$ cat config.mk
export PLATFORM = sky130hd
export DESIGN_NAME = tmr_cmp_top
export DESIGN_NICKNAME = d
export VERILOG_FILES = /design/src/rtl/tmr_pkg.sv /design/src/rtl/tmr_regs.sv /design/src/rtl/tmr_prescale.sv /design/src/rtl/tmr_core.sv /design/src/rtl/tmr_chan.sv /design/src/rtl/tmr_cmp_top.sv
export SDC_FILE = /design/constraint.sdc
export NUM_CORES = 1
export LEC_CHECK = 0
export CAP_MARGIN = 25
export CORE_ASPECT_RATIO = 0.6
export CORE_MARGIN = 2
export CORE_UTILIZATION = 55
export CTS_BUF_LIST = sky130_fd_sc_hd__clkbuf_4
export DETAILED_ROUTE_END_ITERATION = 10
export PLACE_DENSITY = 0.76
export SLEW_MARGIN = 30
export SYNTH_ARGS = -nofsm -noshare
export SYNTH_HDL_FRONTEND = slang
export SYNTH_SLANG_ARGS = --single-unit
$ cat constraint.sdc
create_clock -name clk -period 7.75 [get_ports clk]
set_input_delay 0.775 -clock clk [delete_from_list [all_inputs] [get_ports clk]]
set_output_delay 0.775 -clock clk [all_outputs]
set_load 0.05 [all_outputs]
$ cat src/rtl/tmr_pkg.sv
package tmr_pkg;

    typedef enum logic [2:0] {
        WM_NORMAL  = 3'd0,
        WM_FAST8   = 3'd1,
        WM_CTC     = 3'd2,
        WM_PWM_A   = 3'd3,
        WM_PWM_CAP = 3'd4,
        WM_RSV5    = 3'd5,
        WM_RSV6    = 3'd6,
        WM_RSV7    = 3'd7
    } wave_mode_e;

    typedef enum logic [1:0] {
        OM_OFF    = 2'd0,
        OM_TOGGLE = 2'd1,
        OM_CLEAR  = 2'd2,
        OM_SET    = 2'd3
    } out_mode_e;

    typedef enum logic {
        ST_HALT = 1'b0,
        ST_RUN  = 1'b1
    } run_state_e;

    localparam int ADR_W = 4;
    localparam int REG_W = 16;

    localparam logic [ADR_W-1:0] ADR_CTRL     = 4'd0;
    localparam logic [ADR_W-1:0] ADR_OMODE    = 4'd1;
    localparam logic [ADR_W-1:0] ADR_CNT_LO   = 4'd2;
    localparam logic [ADR_W-1:0] ADR_CNT_HI   = 4'd3;
    localparam logic [ADR_W-1:0] ADR_CMP_BASE = 4'd4;
    localparam logic [ADR_W-1:0] ADR_CAP_LO   = 4'd10;
    localparam logic [ADR_W-1:0] ADR_CAP_HI   = 4'd11;
    localparam logic [ADR_W-1:0] ADR_FCLR     = 4'd12;

endpackage

$ cat src/rtl/tmr_regs.sv
module tmr_regs
    import tmr_pkg::*;
#(
    parameter int NCH = 3
) (
    input  logic                        clk,
    input  logic                        rst_n,
    input  logic                        wr_en,
    input  logic [ADR_W-1:0]            wr_addr,
    input  logic [7:0]                  wr_data,
    output logic [2:0]                  cs_q,
    output wave_mode_e                  mode_q,
    output logic [2*NCH-1:0]            om_q,
    output logic [NCH-1:0][REG_W-1:0]   cmp_q,
    output logic [REG_W-1:0]            cap_q,
    output logic                        restart,
    output logic [2:0]                  cs_new,
    output logic                        cnt_load,
    output logic [REG_W-1:0]            load_val,
    output logic                        fclr_ovf,
    output logic [NCH-1:0]              fclr_cmp
);

    logic [7:0] hi_q;
    logic       ctrl_wr;
    logic       hi_wr;

    assign ctrl_wr  = wr_en && (wr_addr == ADR_CTRL);
    assign hi_wr    = wr_en && wr_addr[0] && (wr_addr >= ADR_CNT_HI) && (wr_addr <= ADR_CAP_HI);
    assign cs_new   = wr_data[2:0];
    assign restart  = ctrl_wr && ((wr_data[2:0] != cs_q) || (wr_data[5:3] != mode_q));
    assign cnt_load = wr_en && (wr_addr == ADR_CNT_LO);
    assign load_val = {hi_q, wr_data};
    assign fclr_ovf = wr_en && (wr_addr == ADR_FCLR) && wr_data[0];

    always_comb begin
        for (int i = 0; i < NCH; i++) begin
            fclr_cmp[i] = wr_en && (wr_addr == ADR_FCLR) && wr_data[i+1];
        end
    end

    always_ff @(posedge clk or negedge rst_n) begin
        if (!rst_n) begin
            cs_q   <= '0;
            mode_q <= WM_NORMAL;
        end else if (ctrl_wr) begin
            cs_q   <= wr_data[2:0];
            mode_q <= wave_mode_e'(wr_data[5:3]);
        end
    end

    always_ff @(posedge clk or negedge rst_n) begin
        if (!rst_n) begin
            om_q <= '0;
        end else if (wr_en && (wr_addr == ADR_OMODE)) begin
            om_q <= wr_data[2*NCH-1:0];
        end
    end

    always_ff @(posedge clk or negedge rst_n) begin
        if (!rst_n) begin
            hi_q <= '0;
        end else if (hi_wr) begin
            hi_q <= wr_data;
        end
    end

    always_ff @(posedge clk or negedge rst_n) begin
        if (!rst_n) begin
            cap_q <= '0;
        end else if (wr_en && (wr_addr == ADR_CAP_LO)) begin
            cap_q <= {hi_q, wr_data};
        end
    end

    for (genvar g = 0; g < NCH; g++) begin : g_cmp
        localparam logic [ADR_W-1:0] A_LO = ADR_W'(int'(ADR_CMP_BASE) + 2 * g);
        logic [REG_W-1:0] val_q;
        always_ff @(posedge clk or negedge rst_n) begin
            if (!rst_n) begin
                val_q <= '0;
            end else if (wr_en && (wr_addr == A_LO)) begin
                val_q <= {hi_q, wr_data};
            end
        end
        assign cmp_q[g] = val_q;
    end


    hi_only_chk: assert property (@(posedge clk) disable iff (!rst_n)
        (wr_en && (wr_addr == ADR_CNT_HI)) |=> ($stable(cmp_q) && $stable(cap_q)));

endmodule

$ cat src/rtl/tmr_prescale.sv
module tmr_prescale #(
    parameter int PSC_W = 10,
    parameter int SH_W  = 4
) (
    input  logic              clk,
    input  logic              rst_n,
    input  logic              restart,
    input  logic [2:0]        cs,
    input  logic [7*SH_W-1:0] psc_tbl,
    output logic              tick
);

    localparam int NSEL = 8;

    logic [SH_W-1:0]  tbl_e [NSEL];
    logic [SH_W-1:0]  shift;
    logic [PSC_W-1:0] psc_q;
    logic [PSC_W-1:0] mask;

    assign tbl_e[0] = '0;
    for (genvar k = 1; k < NSEL; k++) begin : g_tbl
        assign tbl_e[k] = psc_tbl[(k-1)*SH_W +: SH_W];
    end

    assign shift = tbl_e[cs];
    assign mask  = ~({PSC_W{1'b1}} << shift);
    assign tick  = (cs != 3'd0) && ((psc_q & mask) == mask);

    always_ff @(posedge clk or negedge rst_n) begin
        if (!rst_n) begin
            psc_q <= '0;
        end else if (restart) begin
            psc_q <= '0;
        end else if (cs != 3'd0) begin
            psc_q <= psc_q + PSC_W'(1);
        end
    end

endmodule

$ cat src/rtl/tmr_core.sv
module tmr_core
    import tmr_pkg::*;
#(
    parameter int CNT_W = 16
) (
    input  logic             clk,
    input  logic             rst_n,
    input  logic             tick,
    input  logic             restart,
    input  logic [2:0]       cs_new,
    input  wave_mode_e       mode,
    input  logic [REG_W-1:0] cmp_a,
    input  logic [REG_W-1:0] cap,
    input  logic             cnt_load,
    input  logic [REG_W-1:0] load_val,
    input  logic             fclr_ovf,
    output logic [CNT_W-1:0] cnt_q,
    output logic [CNT_W-1:0] cnt_nxt,
    output logic [CNT_W-1:0] top,
    output logic             step,
    output logic             ovf_q
);

    run_state_e state_q;
    run_state_e state_d;

    always_comb begin
        state_d = state_q;
        unique case (state_q)
            ST_HALT: if (restart && (cs_new != 3'd0)) state_d = ST_RUN;
            ST_RUN:  if (restart && (cs_new == 3'd0)) state_d = ST_HALT;
            default: state_d = ST_HALT;
        endcase
    end

    always_ff @(posedge clk or negedge rst_n) begin
        if (!rst_n) begin
            state_q <= ST_HALT;
        end else begin
            state_q <= state_d;
        end
    end

    always_comb begin
        unique case (mode)
            WM_FAST8:         top = CNT_W'(8'hFF);
            WM_CTC, WM_PWM_A: top = cmp_a[CNT_W-1:0];
            WM_PWM_CAP:       top = cap[CNT_W-1:0];
            default:          top = '1;
        endcase
    end

    assign step    = (state_q == ST_RUN) && tick && !restart && !cnt_load;
    assign cnt_nxt = (cnt_q >= top) ? '0 : cnt_q + CNT_W'(1);

    always_ff @(posedge clk or negedge rst_n) begin
        if (!rst_n) begin
            cnt_q <= '0;
            ovf_q <= 1'b0;
        end else begin
            if (restart) begin
                cnt_q <= '0;
            end else if (cnt_load) begin
                cnt_q <= load_val[CNT_W-1:0];
            end else if (step) begin
                cnt_q <= cnt_nxt;
            end
            if (step && (cnt_nxt == top)) begin
                ovf_q <= 1'b1;
            end else if (fclr_ovf) begin
                ovf_q <= 1'b0;
            end
        end
    end


    halt_hold_chk: assert property (@(posedge clk) disable iff (!rst_n)
        ((state_q == ST_HALT) && !restart && !cnt_load) |=> $stable(cnt_q));


    wrap_zero_chk: assert property (@(posedge clk) disable iff (!rst_n)
        (step && (cnt_q >= top)) |=> (cnt_q == '0));


    ovf_set_chk: assert property (@(posedge clk) disable iff (!rst_n)
        (step && (cnt_nxt == top)) |=> ovf_q);


    restart_clear_chk: assert property (@(posedge clk) disable iff (!rst_n)
        restart |=> (cnt_q == '0));


    load_take_chk: assert property (@(posedge clk) disable iff (!rst_n)
        (cnt_load && !restart) |=> (cnt_q == $past(load_val[CNT_W-1:0])));

endmodule

$ cat src/rtl/tmr_chan.sv
module tmr_chan
    import tmr_pkg::*;
#(
    parameter int CNT_W = 16
) (
    input  logic             clk,
    input  logic             rst_n,
    input  logic             step,
    input  logic [CNT_W-1:0] cnt_nxt,
    input  logic [CNT_W-1:0] top,
    input  logic [REG_W-1:0] cmp,
    input  logic [1:0]       om,
    input  logic             fclr,
    output logic             flag_q,
    output logic             pin_q,
    output logic             drive
);

    logic [CNT_W-1:0] cmp_t;
    out_mode_e        om_e;
    logic             fire;
    logic             pin_d;

    assign cmp_t = cmp[CNT_W-1:0];
    assign om_e  = out_mode_e'(om);
    assign fire  = step && (cmp_t != '0) && (cmp_t <= top) && (cnt_nxt == cmp_t);
    assign drive = (om_e != OM_OFF);

    always_comb begin
        pin_d = pin_q;
        if (fire) begin
            unique case (om_e)
                OM_TOGGLE: pin_d = ~pin_q;
                OM_CLEAR:  pin_d = 1'b0;
                OM_SET:    pin_d = 1'b1;
                default:   pin_d = pin_q;
            endcase
        end
    end

    always_ff @(posedge clk or negedge rst_n) begin
        if (!rst_n) begin
            pin_q  <= 1'b0;
            flag_q <= 1'b0;
        end else begin
            pin_q <= pin_d;
            if (fire) begin
                flag_q <= 1'b1;
            end else if (fclr) begin
                flag_q <= 1'b0;
            end
        end
    end


    toggle_chk: assert property (@(posedge clk) disable iff (!rst_n)
        (fire && (om_e == OM_TOGGLE)) |=> (pin_q != $past(pin_q)));


    set_clear_chk: assert property (@(posedge clk) disable iff (!rst_n)
        (fire && (om_e == OM_SET || om_e == OM_CLEAR)) |=> (pin_q == ($past(om_e) == OM_SET)));


    zero_cmp_chk: assert property (@(posedge clk) disable iff (!rst_n)
        ((cmp_t == '0) && !flag_q) |=> !flag_q);

endmodule

$ cat src/rtl/tmr_cmp_top.sv
module tmr_cmp_top
    import tmr_pkg::*;
#(
    parameter int CNT_W = 16,
    parameter int NCH   = 3,
    parameter int PSC_W = 10,
    parameter int SH_W  = $clog2(PSC_W + 1)
) (
    input  logic              clk,
    input  logic              rst_n,
    input  logic              wr_en,
    input  logic [3:0]        wr_addr,
    input  logic [7:0]        wr_data,
    input  logic [7*SH_W-1:0] psc_tbl,
    output logic [CNT_W-1:0]  count,
    output logic              ovf_flag,
    output logic [NCH-1:0]    cmp_flag,
    output logic [NCH-1:0]    oc_pin,
    output logic [NCH-1:0]    oc_drive
);

    logic [2:0]                cs_q;
    logic [2:0]                cs_new;
    wave_mode_e                mode_q;
    logic [2*NCH-1:0]          om_q;
    logic [NCH-1:0][REG_W-1:0] cmp_q;
    logic [REG_W-1:0]          cap_q;
    logic                      restart;
    logic                      cnt_load;
    logic [REG_W-1:0]          load_val;
    logic                      fclr_ovf;
    logic [NCH-1:0]            fclr_cmp;
    logic                      tick;
    logic [CNT_W-1:0]          cnt_nxt;
    logic [CNT_W-1:0]          top;
    logic                      step;

    tmr_regs #(.NCH(NCH)) u_regs (
        .clk      (clk),
        .rst_n    (rst_n),
        .wr_en    (wr_en),
        .wr_addr  (wr_addr),
        .wr_data  (wr_data),
        .cs_q     (cs_q),
        .mode_q   (mode_q),
        .om_q     (om_q),
        .cmp_q    (cmp_q),
        .cap_q    (cap_q),
        .restart  (restart),
        .cs_new   (cs_new),
        .cnt_load (cnt_load),
        .load_val (load_val),
        .fclr_ovf (fclr_ovf),
        .fclr_cmp (fclr_cmp)
    );

    tmr_prescale #(.PSC_W(PSC_W), .SH_W(SH_W)) u_psc (
        .clk     (clk),
        .rst_n   (rst_n),
        .restart (restart),
        .cs      (cs_q),
        .psc_tbl (psc_tbl),
        .tick    (tick)
    );

    tmr_core #(.CNT_W(CNT_W)) u_core (
        .clk      (clk),
        .rst_n    (rst_n),
        .tick     (tick),
        .restart  (restart),
        .cs_new   (cs_new),
        .mode     (mode_q),
        .cmp_a    (cmp_q[0]),
        .cap      (cap_q),
        .cnt_load (cnt_load),
        .load_val (load_val),
        .fclr_ovf (fclr_ovf),
        .cnt_q    (count),
        .cnt_nxt  (cnt_nxt),
        .top      (top),
        .step     (step),
        .ovf_q    (ovf_flag)
    );

    for (genvar g = 0; g < NCH; g++) begin : g_ch
        tmr_chan #(.CNT_W(CNT_W)) u_ch (
            .clk     (clk),
            .rst_n   (rst_n),
            .step    (step),
            .cnt_nxt (cnt_nxt),
            .top     (top),
            .cmp     (cmp_q[g]),
            .om      (om_q[2*g +: 2]),
            .fclr    (fclr_cmp[g]),
            .flag_q  (cmp_flag[g]),
            .pin_q   (oc_pin[g]),
            .drive   (oc_drive[g])
        );
    end

endmodule

After elaboration in Yosys (flattened, before gate mapping)
Index checks and enable logic that the tools add are counted.
- multipliers: 0
- bitwise gates (word level): 7
- reduce and logical (&&, ||, !) cells: 58
- shift operators: 1
- divide/modulo/power cells: 0
- muxes and demuxes: 24
- order comparisons: 7
- $add $sub $neg: 2
- equal/unequal tests: 27
- operators by type and width (cell ; count):
    16-bit == test ; 4
    16-bit 2-to-1 mux ; 4
    16-bit less-or-equal comparator ; 3
    16-bit one-hot mux with 3 select lines ; 1
    16-bit nonzero test ; 3
    1-bit logical AND ; 32
    10-bit 2-to-1 mux ; 2
    3-bit nonzero test ; 6
    16-bit by 1-bit adder with 16-bit output (second input constant) ; 1
    16-bit greater-or-equal comparator ; 1
    2-bit nonzero test ; 8
    4-bit binary-select mux with 3-bit select ; 1
    2-bit == test (second input constant) ; 6
    4-bit == test (second input constant) ; 3
    10-bit by 1-bit adder with 10-bit output (second input constant) ; 1
    10-bit bitwise AND ; 1
    10-bit == test ; 1
    1-bit 2-to-1 mux ; 10
    10-bit NOT ; 1
    10-bit by 4-bit left shift with 10-bit output (first input constant) ; 1
    1-bit one-hot mux with 3 select lines ; 3
    4-bit by 3-bit == test with 1-bit output (second input constant) ; 2
    4-bit 2-to-1 mux ; 2
    2-bit by 1-bit == test with 1-bit output (second input constant) ; 3
    other kinds (18) ; 26
- latch bits: 0
- word-level logic and storage cells: 144
- memories: 0
- output and inout port bits: 26
- memory bits (read-only): 0
- memory bits (writable): 0
- register bits after elaboration: 118
- input bits: 43

Longest topological paths before layout
- word-level depth: 16
- gate-level depth with buffers: 18
- gate-level depth less buffers: 14

Modules after synthesis
From an unflattened synthesis, not the netlist that was laid out.
- cell total of the unflattened synthesis: 923
- area, all modules: 8858.5 µm²
- modules (own cells, without submodules) (module ; cells an instance ; area each (µm²) ; times used ; sequential area each (µm²)):
    tmr_regs ; 215 ; 3438.3 ; 1 ; 2102.0
    tmr_core ; 331 ; 2328.5 ; 1 ; 450.4
    tmr_chan ; 95 ; 735.7 ; 3 ; 50.0
    tmr_prescale ; 92 ; 884.6 ; 1 ; 250.2

Worst setup path before layout
No wires, ideal clock.
- kind: register -> register
- start: reg u_regs.mode_q[2]
- end: reg g_ch[0].u_ch.pin_q
- path slack: 3.346 ns
- setup time: 0.132 ns
- data required time: 7.618 ns
- data arrival time: 4.272 ns
- path buffers: 3
- period minus slack after synthesis: 4.404 ns
- stages on the path, launching flop included: 16
- path through: dfrtp_1 > clkbuf_1 > or3b_2 > clkbuf_1 > o22ai_1 > ha_1 > a211oi_1 > o211ai_1 > a221oi_4 > buf_2 > o211ai_2 > xnor2_1 > nand4_1 > or4_4 > o21ai_1 > or3b_1
- word-level cells in the longest chain between the ends: 10
- elaborated cells on any way between the ends: 20
- those cells by class: order compare: 2; eq/ne: 6; mux: 2; reduce/logical: 10
- RTL lines (item ; RTL line ; text):
    start: declaration ; tmr_regs.sv:12 ; output wave_mode_e mode_q,
    start signal: assignment ; tmr_regs.sv:48 ; mode_q <= wave_mode_e'(wr_data[5:3]);
    parallel branches: the longest is 8 deep, another holds 16-bit greater-or-equal comparator ; - ;
    1-bit logical AND (*) ; tmr_chan.sv:26 ; assign fire = step && (cmp_t != '0) && (cmp_t <= top) && (cnt_nxt == cmp_t);
    2-bit AND reduction (no source line) (*) ; - ;
    end signal: assignment ; tmr_chan.sv:46 ; pin_q <= pin_d;
    end: declaration ; tmr_chan.sv:15 ; output logic pin_q,
Mark *: on every way between the ends.
A chain may end at the register's enable or synchronous reset.

Worst setup path in the final report
- start: reg u_regs.mode_q[2]
- end: reg g_ch[1].u_ch.pin_q
- word-level cells in the longest chain between the ends: 10
- elaborated cells on any way between the ends: 20
- those cells by class: order compare: 2; eq/ne: 6; mux: 2; reduce/logical: 10
- RTL lines (item ; RTL line):
    parallel branches: the longest is 8 deep, another holds 16-bit greater-or-equal comparator ; -
    1-bit logical AND (*) ; tmr_chan.sv:26
    2-bit AND reduction (no source line) (*) ; -
    end signal: assignment ; tmr_chan.sv:46
    end: declaration ; tmr_chan.sv:15
Marked as above.

==> impl_metrics.tcl <==
set metrics [dict create \
    row_count 35 \
    drive_gt1_share_pct 16.1 \
    start_kind "register" \
    route.detailed.wl_per_inst_um 24.5 \
    slew_headroom_pct 35.0 \
    gpl.final_weighted_congestion 1.04 \
    floorplan.initialDensity_pct 57.1 \
    residual_antenna_violating_net_count_after_detailed_routing 0 \
    synth-main-ff-cell "sky130_fd_sc_hd__dfrtp_1" \
    route.detailed.vias_per_inst 6.75 \
    worst-endpoint-arrival_ns 6.08 \
    finalWorstPathRequiredPeriod_ns 5.65 \
    detailroute.via_count 8216 \
    post_synthesis_sequential_element_count 118 \
    worst_r2r_startpoint "u_regs.mode_q[2]$_DFFE_PN0P_" \
    hold-worst-slack_ns 0.289 \
    chipWidth_um 168 \
    postCtsSetupRepairBufs 0 \
    setup_total_negative_slack_ns 0 \
    pwr_density_cell_mw_per_mm2 369 \
    cts.clk_slew.worst_paths_ns 0.13 \
    die_y_um 102 \
    path_cells "or3b_2, o22ai_1, ha_1, a21oi_1, o211ai_1, a221oi_4, o21a_1, buf_4, o221ai_1, o211ai_1, or4b_1, o21ai_1, or3b_1" \
    clkSinkCount 118 \
    areaGrowthSynthToFinish_pct 14.4 \
    fp.dieArea_mm2 0.0172 \
    antenna_found_initial 1 \
    worst-path-stages 13 \
    syn-num-nets 1050 \
    finalHoldViolCount 0 \
    final-setup-viol-count 0 \
    cp_num_buf_inv 1 \
    postSynthAreaPerCell_um2 9.44 \
    worst_ep_required_time_ns 8.17 \
    cts_buffer_depth 2 \
    layout.nets 1110 \
    status "finished, final reports clean" \
    yosys_warnings 0 \
    tritoncts "yes" \
    grt_usage_pct 35.6 \
    clock-skew-final_ns 0.0291 \
    synthesis.area_mm2 0.00888 \
    synth.distinct_cells 79 \
    cts_htree_levels 4 \
    yosysSeqAreaShare_pct 33.3 \
    insertion_delay_ns 0.54 \
    grt_pass1_wl_mm 45.1 \
    timing_worst_slew_pin_value_ns 0.968 \
    synth-async-reset-ratio_pct 100 \
    post_synth_edffs 0 \
    wl_final_mm 29.8 \
    ir_worst_vdd_mv 0.176 \
    postPlaceCellArea_mm2 0.00979 \
    final_max_slew_viol_count 0 \
    numPortBuffers 68 \
    post_cts_resized 0 \
    timing.max_cap.violations 0 \
    post_cts_hold_buffer_count 0 \
    finalCritPeriodShare_pct 73.0 \
    globalRoute.totalOverflow 0 \
    critical_path.startpoint "u_regs.mode_q[2]$_DFFE_PN0P_" \
    power.leakage_nw 4.28 \
    cts_buffers 17 \
    worst-r2r-setup-slack_ns 2.10 \
    detailedRoute.firstPassIterationCount 8 \
    worst_path_most_repeated_cell "sky130_fd_sc_hd__o211ai_1" \
    clk_root_buffer_cell "sky130_fd_sc_hd__clkbuf_4" \
    hpwl_mm 23.0 \
    report.power.total_mw 3.75 \
    netlist_instances 941 \
    drc_errors 0 \
    criticalPathCategory "register to register" \
    num_antenna_cells 0 \
    fmax_ghz 0.177 \
    core_area_mm2 0.0155 \
    postLayoutCellArea_mm2 0.0102 \
    family_of_cells_with_the_greatest_summed_delay_on_the_critical_path "compound AO/OA/AOI/OAI gates" \
    first_iter_violations 1078 \
    maximum_fanout_encountered_on_the_critical_timing_path 20 \
    worst_r2r_endpoint "g_ch[1].u_ch.pin_q$_DFFE_PN0P_" \
    first_global_vias 7291 \
    pin_count_of_the_biggest_net_entering_global_routing 62 \
    crit_path_end "g_ch[1].u_ch.pin_q$_DFFE_PN0P_" \
    setup_repair_after_global_routing_missed_its_margin "false" \
    layout.filler_cells 1285 \
    min-delay-path-class "input pin to asynchronous set/reset pin" \
    r2r_cells 13 \
    boundaryPins 69 \
    critPathMaxStageDelay_ns 0.75 \
    critPathSlowestCell "sky130_fd_sc_hd__dfrtp_1" \
    critPathCaptureType "register" \
]
[through the flow]
stage / std cells / util (%) / setup slack, ns
floorplan: 941 / - / 3.35
global placement: 1185 / 63.0 / 2.43
detailed placement: 1185 / 63.0 / 2.29
CTS: 1217 / 65.3 / 2.28
global route: 1217 / 65.4 / 1.87
finish: 1217 / 65.4 / 2.10
[kinds of logic (layout without fill, tap and decap cells)]
| group | Yosys count | after routing | share of synthesized area, % |
|---|---|---|---|
| compound gates | 239 | 239 | 18.2 |
| xor+xnor | 62 | 62 | 6.59 |
| fa+ha+maj | 66 | 66 | 9.30 |
| buf+inv | 87 | 160 | 4.17 |
| flops | 118 | 118 | 33.3 |
| mux | 87 | 87 | 10.9 |
| simple gates | 282 | 282 | 17.6 |
[routing by layer]
layer | track usage, % | routed length (um) | vias up
met3 | 12.4 | 4270 | 52
met5 | 0 | 0 | -
li1 | - | - | 3678
met4 | 7.76 | 551 | 0
met2 | 45.6 | 11100 | 526
met1 | 55.9 | 13900 | 3960
[worst min path at each step]
stage / start / end / cells after the start
3_5_place_dp: u_regs.cap_q[5]$_DFFE_PN0P_ / u_regs.cap_q[5]$_DFFE_PN0P_ / 1
5_1_grt: rst_n / u_core.cnt_q[12]$_DFFE_PN0P_ / 1
6_report: rst_n / u_core.cnt_q[9]$_DFFE_PN0P_ / 1
3_3_place_gp: u_regs.cap_q[5]$_DFFE_PN0P_ / u_regs.cap_q[5]$_DFFE_PN0P_ / 1
2_1_floorplan: u_regs.om_q[1]$_DFFE_PN0P_ / u_regs.om_q[1]$_DFFE_PN0P_ / 2
4_1_cts: rst_n / u_regs.g_cmp[1].val_q[5]$_DFFE_PN0P_ / 1
[cells in the final DEF (no fill, tap or decap), drive strengths merged, types with 8 or more instances in the layout]
master / Yosys / routed
a31oi: 16 / 16
mux2: 79 / 79
nand3: 23 / 23
dfrtp: 118 / 118
nand2b: 15 / 15
nor4: 22 / 22
inv: 34 / 39
a21o: 12 / 12
ha: 66 / 66
nand2: 51 / 51
o22ai: 12 / 12
o211ai: 14 / 14
xor2: 27 / 27
nand4: 20 / 20
nand3b: 13 / 13
clkdlybuf4s50: 0 / 67
o21ai: 64 / 64
buf: 21 / 27
xnor2: 33 / 33
a211oi: 14 / 14
a221oi: 8 / 8
nor2b: 10 / 10
a21oi: 37 / 37
nor3: 20 / 20
mux2i: 8 / 8
nor2: 64 / 64
clkbuf: 32 / 17
[cell usage after synthesis (12+ instances only)]
cell type,count,area (um2)
sky130_fd_sc_hd__o21ai_0,59,295
sky130_fd_sc_hd__nor3_1,18,90.1
sky130_fd_sc_hd__nand3b_1,13,97.6
sky130_fd_sc_hd__mux2_2,79,890
sky130_fd_sc_hd__o211ai_1,12,90.1
sky130_fd_sc_hd__ha_1,66,826
sky130_fd_sc_hd__a211oi_1,14,105
sky130_fd_sc_hd__nand3_1,23,115
sky130_fd_sc_hd__xor2_1,25,219
sky130_fd_sc_hd__a21oi_1,37,185
sky130_fd_sc_hd__clkbuf_1,32,120
sky130_fd_sc_hd__inv_1,34,128
sky130_fd_sc_hd__nand4_1,19,119
sky130_fd_sc_hd__a21o_1,12,90.1
sky130_fd_sc_hd__nor4_1,20,125
sky130_fd_sc_hd__nand2b_1,15,93.8
sky130_fd_sc_hd__nor2_1,64,240
sky130_fd_sc_hd__o22ai_1,12,75.1
sky130_fd_sc_hd__xnor2_1,33,289
sky130_fd_sc_hd__a31oi_1,16,100
sky130_fd_sc_hd__dfrtp_1,118,2950
sky130_fd_sc_hd__nand2_1,51,191
[power by group]
part | switching [mW] | leakage [nW] | internal, mW
clock | 0.285 | 0.191 | 0.298
sequential | 0.371 | 1.45 | 0.789
combinational | 1.19 | 2.64 | 0.815
[cell type report]
type | instances | area, um2 | area share (%)
clock buffers | 17 | 128 | 1.26
clock inverters | 15 | 241 | 2.38
inverters | 34 | 128 | 1.26
multi-input cells | 736 | 5580 | 55.0
flip-flops and latches | 118 | 2950 | 29.1
well taps | 203 | 254 | 2.50
repair buffers | 94 | 873 | 8.60
[sequential cells by signal, indices dropped and copies added (netlist names), named ones only]
register and flops:
g_ch.u_ch.flag_q 3, g_ch.u_ch.pin_q 3, u_core.cnt_q 16, u_core.ovf_q 1, u_psc.psc_q 10, u_regs.cap_q 16
u_regs.cs_q 3, u_regs.g_cmp.val_q 48, u_regs.hi_q 8, u_regs.mode_q 3, u_regs.om_q 6
No activity file was read; power rests on OpenSTA's default activity.
